<file path="src/rtl/fe_mem_pkg.sv">
package fe_mem_pkg;
  localparam int unsigned OP_W = 3;

  typedef enum logic [OP_W-1:0] {
    OP_LOAD      = 3'd0,
    OP_STORE     = 3'd1,
    OP_LOAD_TRAP = 3'd2,
    OP_LOAD_TAKE = 3'd3,
    OP_STORE_SET = 3'd4,
    OP_STORE_TRAP= 3'd5,
    OP_RSVD6     = 3'd6,
    OP_RSVD7     = 3'd7
  } fe_op_e;

  typedef struct packed {
    logic trap;
    logic data_we;
    logic pres_we;
    logic pres_new;
  } fe_action_t;
endpackage

</file>
<file path="src/rtl/fe_op_decode.sv">
module fe_op_decode
  import fe_mem_pkg::*;
(
  input  logic [OP_W-1:0] op_i,
  input  logic            full_i,
  output fe_action_t      act_o
);
  always_comb begin
    act_o = '0;
    unique case (fe_op_e'(op_i))
      OP_STORE: act_o.data_we = 1'b1;
      OP_LOAD_TRAP: act_o.trap = ~full_i;
      OP_LOAD_TAKE: begin
        act_o.trap     = ~full_i;
        act_o.pres_we  = full_i;
        act_o.pres_new = 1'b0;
      end
      OP_STORE_SET: begin
        act_o.data_we  = 1'b1;
        act_o.pres_we  = 1'b1;
        act_o.pres_new = 1'b1;
      end
      OP_STORE_TRAP: begin
        act_o.trap     = full_i;
        act_o.data_we  = ~full_i;
        act_o.pres_we  = ~full_i;
        act_o.pres_new = 1'b1;
      end
      default: act_o = '0; // load and reserved codes
    endcase
  end

  // trapped ops must not enable any write
  always_comb begin
    a_trap_no_write_r10: assert (!(act_o.trap && (act_o.data_we || act_o.pres_we)));
  end
endmodule

</file>
<file path="src/rtl/fe_pres_array.sv">
module fe_pres_array #(
  parameter int unsigned LINES = 16,
  parameter int unsigned WPL   = 4,
  localparam int unsigned LW   = (LINES > 1) ? $clog2(LINES) : 1,
  localparam int unsigned SW   = (WPL > 1) ? $clog2(WPL) : 1
) (
  input  logic           clk_i,
  input  logic           rst_ni,
  input  logic [LW-1:0]  line_i,
  output logic [WPL-1:0] line_vec_o,
  input  logic           we_i,
  input  logic [SW-1:0]  sel_i,
  input  logic           val_i
);
  logic [LINES-1:0][WPL-1:0] pres_q;

  assign line_vec_o = pres_q[line_i];

  always_ff @(posedge clk_i or negedge rst_ni) begin
    if (!rst_ni) pres_q <= '0;
    else if (we_i) pres_q[line_i][sel_i] <= val_i;
  end

  p_pres_hold_r10: assert property (@(posedge clk_i) disable iff (!rst_ni)
    !we_i |=> pres_q == $past(pres_q));
endmodule

</file>
<file path="src/rtl/fe_word_array.sv">
module fe_word_array #(
  parameter int unsigned DEPTH = 64,
  parameter int unsigned DW    = 32,
  localparam int unsigned AW   = $clog2(DEPTH)
) (
  input  logic          clk_i,
  input  logic          rst_ni,
  input  logic [AW-1:0] addr_i,
  output logic [DW-1:0] rdata_o,
  input  logic          we_i,
  input  logic [DW-1:0] wdata_i
);
  logic [DEPTH-1:0][DW-1:0] mem_q;

  assign rdata_o = mem_q[addr_i];

  always_ff @(posedge clk_i or negedge rst_ni) begin
    if (!rst_ni) mem_q <= '0;
    else if (we_i) mem_q[addr_i] <= wdata_i;
  end

  p_data_hold_r10: assert property (@(posedge clk_i) disable iff (!rst_ni)
    !we_i |=> mem_q == $past(mem_q));
endmodule

</file>
<file path="src/rtl/fe_sync_mem.sv">
module fe_sync_mem
  import fe_mem_pkg::*;
#(
  parameter int unsigned DW    = 32,
  parameter int unsigned AW    = 6,
  parameter int unsigned SEL_W = 2,
  localparam int unsigned WPL   = 1 << SEL_W,
  localparam int unsigned DEPTH = 1 << AW,
  localparam int unsigned LINES = DEPTH / WPL,
  localparam int unsigned LW    = AW - SEL_W
) (
  input  logic            clk_i,
  input  logic            rst_ni,
  input  logic            req_valid_i,
  output logic            req_ready_o,
  input  logic [AW-1:0]   req_addr_i,
  input  logic [OP_W-1:0] req_op_i,
  input  logic [DW-1:0]   req_wdata_i,
  output logic            rsp_valid_o,
  output logic [DW-1:0]   rsp_rdata_o,
  output logic            rsp_full_o,
  output logic            rsp_trap_o,
  output logic [WPL-1:0]  rsp_line_pres_o
);
  logic             ready_q, accept;
  logic [LW-1:0]    line;
  logic [SEL_W-1:0] sel;
  logic [WPL-1:0]   line_vec, line_vec_nxt;
  logic [DW-1:0]    cur_data;
  logic             cur_full;
  fe_action_t       act;

  assign line   = req_addr_i[AW-1:SEL_W];
  assign sel    = req_addr_i[SEL_W-1:0];
  assign accept = req_valid_i & ready_q;
  assign req_ready_o = ready_q;
  assign cur_full = line_vec[sel];

  always_ff @(posedge clk_i or negedge rst_ni) begin
    if (!rst_ni) ready_q <= 1'b0;
    else         ready_q <= 1'b1;
  end

  fe_op_decode u_dec (
    .op_i   (req_op_i),
    .full_i (cur_full),
    .act_o  (act)
  );

  fe_pres_array #(.LINES(LINES), .WPL(WPL)) u_pres (
    .clk_i      (clk_i),
    .rst_ni     (rst_ni),
    .line_i     (line),
    .line_vec_o (line_vec),
    .we_i       (accept & act.pres_we),
    .sel_i      (sel),
    .val_i      (act.pres_new)
  );

  fe_word_array #(.DEPTH(DEPTH), .DW(DW)) u_data (
    .clk_i   (clk_i),
    .rst_ni  (rst_ni),
    .addr_i  (req_addr_i),
    .rdata_o (cur_data),
    .we_i    (accept & act.data_we),
    .wdata_i (req_wdata_i)
  );

  always_comb begin
    line_vec_nxt = line_vec;
    if (act.pres_we) line_vec_nxt[sel] = act.pres_new;
  end

  always_ff @(posedge clk_i or negedge rst_ni) begin
    if (!rst_ni) begin
      rsp_valid_o     <= 1'b0;
      rsp_rdata_o     <= '0;
      rsp_full_o      <= 1'b0;
      rsp_trap_o      <= 1'b0;
      rsp_line_pres_o <= '0;
    end else begin
      rsp_valid_o <= accept;
      if (accept) begin
        rsp_rdata_o     <= cur_data;
        rsp_full_o      <= cur_full;
        rsp_trap_o      <= act.trap;
        rsp_line_pres_o <= line_vec_nxt;
      end
    end
  end

  p_rsp_follows_r2: assert property (@(posedge clk_i) disable iff (!rst_ni)
    accept |=> rsp_valid_o);
  p_no_rsp_idle_r2: assert property (@(posedge clk_i) disable iff (!rst_ni)
    !accept |=> !rsp_valid_o);
  p_take_empties_r7: assert property (@(posedge clk_i) disable iff (!rst_ni)
    (accept && req_op_i == OP_LOAD_TAKE && cur_full)
      |=> !rsp_trap_o && !rsp_line_pres_o[$past(sel)]);
  p_set_fills_r8: assert property (@(posedge clk_i) disable iff (!rst_ni)
    (accept && req_op_i == OP_STORE_SET)
      |=> !rsp_trap_o && rsp_line_pres_o[$past(sel)]);
  p_trap_store_full_r9: assert property (@(posedge clk_i) disable iff (!rst_ni)
    (accept && req_op_i == OP_STORE_TRAP && cur_full) |=> rsp_trap_o);
endmodule

</file>
<file path="config.mk">
export PLATFORM = sky130hd
export DESIGN_NAME = fe_sync_mem
export DESIGN_NICKNAME = d
export VERILOG_FILES = /design/src/rtl/fe_mem_pkg.sv /design/src/rtl/fe_op_decode.sv /design/src/rtl/fe_pres_array.sv /design/src/rtl/fe_word_array.sv /design/src/rtl/fe_sync_mem.sv
export SDC_FILE = /design/constraint.sdc
export NUM_CORES = 2
export LEC_CHECK = 0
export BUFFER_PORTS_ARGS = -buffer_cell sky130_fd_sc_hd__buf_2
export CELL_PAD_IN_SITES_DETAIL_PLACEMENT = 1
export CELL_PAD_IN_SITES_GLOBAL_PLACEMENT = 2
export CORE_AREA = 2 2 463 465
export CTS_CLUSTER_SIZE = 10
export DETAILED_ROUTE_END_ITERATION = 10
export DIE_AREA = 0 0 465 467
export PLACE_DENSITY = 0.86
export SYNTH_ARGS = -nofsm -noshare
export SYNTH_HDL_FRONTEND = slang
export SYNTH_HIERARCHICAL = 1
export SYNTH_SLANG_ARGS = --single-unit
</file>
<file path="constraint.sdc">
create_clock -name clk_i -period 5 [get_ports clk_i]
set_clock_uncertainty 0.05 [all_clocks]
set_input_delay 0 -clock clk_i [delete_from_list [all_inputs] [get_ports clk_i]]
set_output_delay 0 -clock clk_i [all_outputs]
set_load 0.005 [all_outputs]
</file>
# --- After elaboration in Yosys (flattened, before gate mapping) ---
# Cells that the tools add are included.
word_totals:
  ff_bits: 2152
  latchBits: 0
  mem_bits_rw: 0
  rom_bits: 0
  output_inout_bits: 40
  wordCells: 125
  mem_count: 0
op_classes:
  n_addsub: 0
  mul: 0
  n_div: 0
  n_lt_le_gt_ge: 6
  eq_ne: 5
  n_shift: 0
  n_mux: 19
  n_bitwise: 4
  reduce_logical: 5
ops:
  columns: ["cell", "n"]
  rows:
  - ["$bwmux W2048", 1]
  - ["$bmux W32 S6", 1]
  - ["$demux W32 S6", 1]
  - ["$bwmux W64", 1]
  - ["$mux W32", 2]
  - ["$bmux W4 S4", 1]
  - ["$demux W4 S4", 1]
  - ["$mux W4", 3]
  - ["$lt A6 B7 Y1 const B", 1]
  - ["$eq A3 B2 Y1 const B", 2]
  - ["$eq A3 B3 Y1 const B", 2]
  - ["$ge A6 B1 Y1 const B", 1]
  - ["$pmux W2 S3", 1]
  - ["$lt A4 B5 Y1 const B", 1]
  - ["$bwmux W4", 1]
  - ["$ge A4 B1 Y1 const B", 1]
  - ["$pmux W1 S2", 2]
  - ["$reduce_or A2 Y1", 2]
  - ["$and A1 B1 Y1", 3]
  - ["$eq A3 B1 Y1 const B", 1]
  - ["$logic_and A1 B1 Y1", 3]
  - ["$lt A2 B3 Y1 const B", 1]
  - ["$bmux W1 S2", 1]
  - ["$demux W1 S2", 1]
  - ["3 further kinds", 4]

# --- Longest topological paths before layout ---
logic_depth:
  ltp_word: 8
  depth_mapped: 14
  depth_no_buf: 11

# --- By module ---
# The synthesis kept the hierarchy.
modules_own_cells:
  columns: ["module", "n_inst", "cells_per_inst", "area_each_um2", "seq_area_each_um2"]
  rows:
  - ["fe_word_array", 1, 6851, 92168.4, 51249.2]
  - ["fe_pres_array", 1, 272, 3438.3, 1601.5]
  - ["fe_sync_mem", 1, 100, 1552.7, 1001.0]
  - ["fe_op_decode", 1, 9, 68.8, 0.0]

# --- Least setup slack after synthesis ---
# Ideal clock, no wire load.
synth_timing:
  path_kind: "reg-to-reg"
  from: "register u_pres/pres_q[15] in the netlist's numbering"
  to: "register u_data/mem_q[1089] in the netlist's numbering"
  t_arrival_ps: 3290
  t_required_ps: 4825
  path_slack_ps: 1535
  path_stages_with_launch: 13
  synth_period_minus_slack_ps: 3465
  cell_sequence: "dfrtp_1 mux4_2 a22oi_1 nand3_1 mux4_2 and2_1 a211oi_2 and3_1 and3_1 clkbuf_1 nand2_1 buf_1 mux2_2"
synth_lines:
  columns: ["item", "line", "source"]
  rows:
  - ["start, declared", "fe_pres_array.sv:15", "logic [LINES-1:0][WPL-1:0] pres_q;"]
  - ["start signal, assigned by index", "fe_pres_array.sv:21", "else if (we_i) pres_q[line_i][sel_i] <= val_i;"]
  - ["end signal, assigned by index", "fe_word_array.sv:19", "else if (we_i) mem_q[addr_i] <= wdata_i;"]
  - ["end, declared", "fe_word_array.sv:13", "logic [DEPTH-1:0][DW-1:0] mem_q;"]

==> metrics <==
status=finished, final reports clean; Seq cells post-synth=2,152; reg-to-reg slack, setup=0.08 ns; Tcrit/Tclk final=0.983; vias per inst=6.83; max cap viols=0; combinational power share=0.084; Static Leak=0.0516 uW; initial antenna violation count=20; Starting Density=0.459; Nets=7,197; Clk Latency, worst-skew pair=0.90 ns; RSZ-0062 raised after global routing=no; WL per Instance=36.3 um; Power Internal=27,800 uW; cell area after synthesis=97,200 um2; Adder-Cell Fraction of Synth Area=0; Min-Delay Path Class=input port to flop; minimum clock period=4.92 ns; total grt overflow=0; Post-DRT Antenna Nets=0; Die Y=467 um; DRC Markers=0; Hold WS=0.0324 ns; post-synth cell types=68; Least-Margin Pin Slew=1.38 ns; I/O Buffers=83; CP Max Fanout=28; Register Area=53,900 um2; CP Data Required Time=5.71 ns; Root Driver=clkbuf_16; sequential share of the synthesized area=0.554; RR Startpoint=u_pres/pres_q[15]; crit path buf inv count=1; Clock Pin Slew Worst Setup and Hold Paths=0.06 ns; RR Endpoint=u_data/mem_q[1156]; switching part of the total=0.252; net count after synthesis=7,276; Gate Count Post-Synth=7,232; first-pass GRT wire length=524,000 um; num rows=169; EDFF count, synth=0; DR pass1 iterations=6; post-synthesis xor/xnor area fraction=0; largest net degree at the start of global routing=177; P&R area growth vs syn=11.7%; gpl congestion=0.869; # setup viols final=0; most common cell in the netlist=mux2_2; Slew Viols, Final=0; CTS H-tree depth=4; crit-path cells=mux4_2 -> a22oi_1 -> nand3_1 -> mux4_2 -> and2_1 -> a211oi_2 -> and3_1 -> nand2_1 -> nor2_2 -> nand2_2 -> buf_12 -> mux2_2; clk buf depth=3; number of cells on the worst hold path=2; fmax=203 MHz; Ys Warns=6; R2R cell count=12; Final Util=0.513; worst hold path endpoint=u_data/mem_q[1829]; Post-synth top flop=dfrtp_1; drt total wl=364,000 um; PostCTS Resize Cnt=0; I/O pin total=84; CTS buffer count=238; placed wire-length estimate=217,000 um; Synth top area share=0.554; crit-path max cell delay=0.66 ns; Sw Pwr=9360 uW; DIE WIDTH=465 um; crit start category=flop; Multi-input gate area=40,300 um2; asr flop ratio synth=1.00; mux cell area share after synthesis=0.280; largest cells by area after synthesis=dfrtp_1 55%, mux2_2 25%, a221oi_1 3.2%, a22oi_1 2.9%, buf_2 1.6%; syn avg cell area=13.4 um2; total number of vias=68,500; Setup CP Type=flop to flop; CP delay by family, top=simple AND/OR/NAND/NOR gates; FILL cells=20,500; Seq pwr share=0.497; most instantiated cells after synthesis=2,184 x mux2_2, 2,152 x dfrtp_1, 370 x a22oi_1, 353 x a221oi_1, 330 x clkbuf_1; Total Negative Setup Slacks=0 ns; Synth area leader=dfrtp_1; Synth Area in Simple Gates=0.0296; CP Capture Type=flop; CTS tree=done; DRT iter0 DRCs=7,076; GRT Overall Usage=0.331; proportion of layout cells with a drive suffix above 1=0.418; Peak VDD IR=418 uV; largest family of logic cells by synthesized area=multiplexers; worst rel slew slack=0.0784; Power Density=342 nW/um2; core box area=212,000 um2; Slowest-stage cell, CP=nor2_2; arrival time worst endpoint=5.62 ns; post-synthesis compound-gate area fraction=0.0995; clock group share of total power=0.419; HP Start=req_wdata_i[5]; CP most frequent cell=mux4_2; Final Hold Viols=0; clock tree sinks=2,152; vias in the first global route=72,000; die area=217,000 um2
[metrics by stage]
stage / instance area, um2 / total power [uW] / instances / setup slack [ns]
4_1_cts: 109000 / 37300 / 10000 / 0.169
3_3_place_gp: 102000 / 21600 / 9692 / 0.297
5_1_grt: 109000 / 38200 / 10000 / 0.0958
3_5_place_dp: 102000 / 21800 / 9692 / 0.208
2_1_floorplan: 97200 / 20300 / 7232 / 1.54
6_report: 109000 / 37200 / 10000 / 0.0845
[flip-flops by register name, indices dropped and copies added, names as in the netlist]
signal,cells
rsp_line_pres_o,4
rsp_full_o,1
rsp_trap_o,1
req_ready_o,1
u_data/mem_q,2048
rsp_valid_o,1
u_pres/pres_q,64
rsp_rdata_o,32
[timing repair]
action / in CTS / in global routing
buffers inserted: 0 / 0
hold buffers: 42 / 0
endpoints found under the hold margin: 2558 / 0
setup endpoints to repair: 0 / 0
[how the worst max path moves through the flow]
| stage | startpoint | endpoint | slack [ns] | cells past startpoint |
|---|---|---|---|---|
| floorplan | u_pres/pres_q[15] | u_data/mem_q[1089] | 1.54 | 12 |
| global placement | req_addr_i[2] | u_data/mem_q[396] | 0.30 | 13 |
| detailed placement | u_pres/pres_q[15] | u_data/mem_q[1172] | 0.21 | 12 |
| CTS | u_pres/pres_q[15] | u_data/mem_q[393] | 0.17 | 12 |
| global route | u_pres/pres_q[15] | u_data/mem_q[396] | 0.1 | 12 |
| finish | u_pres/pres_q[15] | u_data/mem_q[1156] | 0.08 | 12 |
[worst reg2reg max path: stages (launching register included)]
cell      delay, ns
dfrtp_1        0.39
mux4_2         0.48
a22oi_1        0.27
nand3_1        0.15
mux4_2         0.55
and2_1         0.21
a211oi_2       0.21
and3_1         0.52
nand2_1        0.25
nor2_2         0.67
nand2_2        0.35
buf_12         0.35
mux2_2         0.34
[power by group through the flow]
| stage | logic, uW | clock network (uW) | registers, uW |
|---|---|---|---|
| after floorplan | 1630 | 0 | 18700 |
| after global placement | 2910 | 0 | 18700 |
| after CTS | 3060 | 15700 | 18500 |
| after global routing | 3260 | 16400 | 18600 |
| final | 3110 | 15600 | 18500 |
| after detailed placement | 3010 | 0 | 18800 |
[routing by layer]
metal | vias to the layer above | GRT usage | share of wire
met2 | 3617 | 0.505 | 0.45
met5 | - | 0 | 0.00041
li1 | 26800 | - | -
met3 | 1123 | 0.0829 | 0.094
met1 | 37000 | 0.432 | 0.39
met4 | 16 | 0.183 | 0.064
[cell families (layout without fill, tap and decap cells)]
kind of cell,count (synthesis),in the layout
AOI/OAI and AO/OA,1306,1306
DFF,2152,2152
other,1,9
muxes,2400,2400
and+or+nand+nor,594,594
buffers and inverters,779,749
[area by class of cell]
type | instances | share of cell area
clock buffers | 277 | 0.0577
multi-input cells | 4301 | 0.371
well taps | 2821 | 0.0325
clock inverters | 12 | 0.00173
inverters | 4 | 0.000230
diodes | 8 | 0.000184
flip-flops and latches | 2152 | 0.496
repair buffers | 456 | 0.0408
[cells in the final DEF (no fill, tap or decap), types with 9 or more instances in the layout]
cell type | netlist | routed
a31oi_1 | 10 | 10
a22o_1 | 42 | 42
a22oi_1 | 370 | 370
buf_2 | 308 | 78
nand2_1 | 151 | 115
dlygate4sd3_1 | 0 | 41
nor2_4 | 0 | 34
o21ai_0 | 148 | 148
mux2i_1 | 149 | 149
buf_4 | 24 | 248
o221ai_1 | 33 | 33
o2111ai_1 | 9 | 9
dfrtp_1 | 2152 | 2152
nand4_1 | 16 | 16
nor4_1 | 9 | 9
a221o_1 | 30 | 30
nand2_2 | 0 | 30
a221oi_1 | 353 | 353
buf_12 | 0 | 85
a211oi_1 | 24 | 24
o22ai_1 | 140 | 140
mux2_2 | 2184 | 2184
and3_1 | 10 | 10
clkbuf_16 | 0 | 243
mux4_2 | 38 | 38
clkbuf_1 | 330 | 28
mux2_1 | 28 | 28
nor2_1 | 231 | 195
a21oi_1 | 103 | 103
a211o_1 | 13 | 13
nand3_1 | 37 | 37
nor3_1 | 53 | 52
No activity file was read; power rests on OpenSTA's default activity.
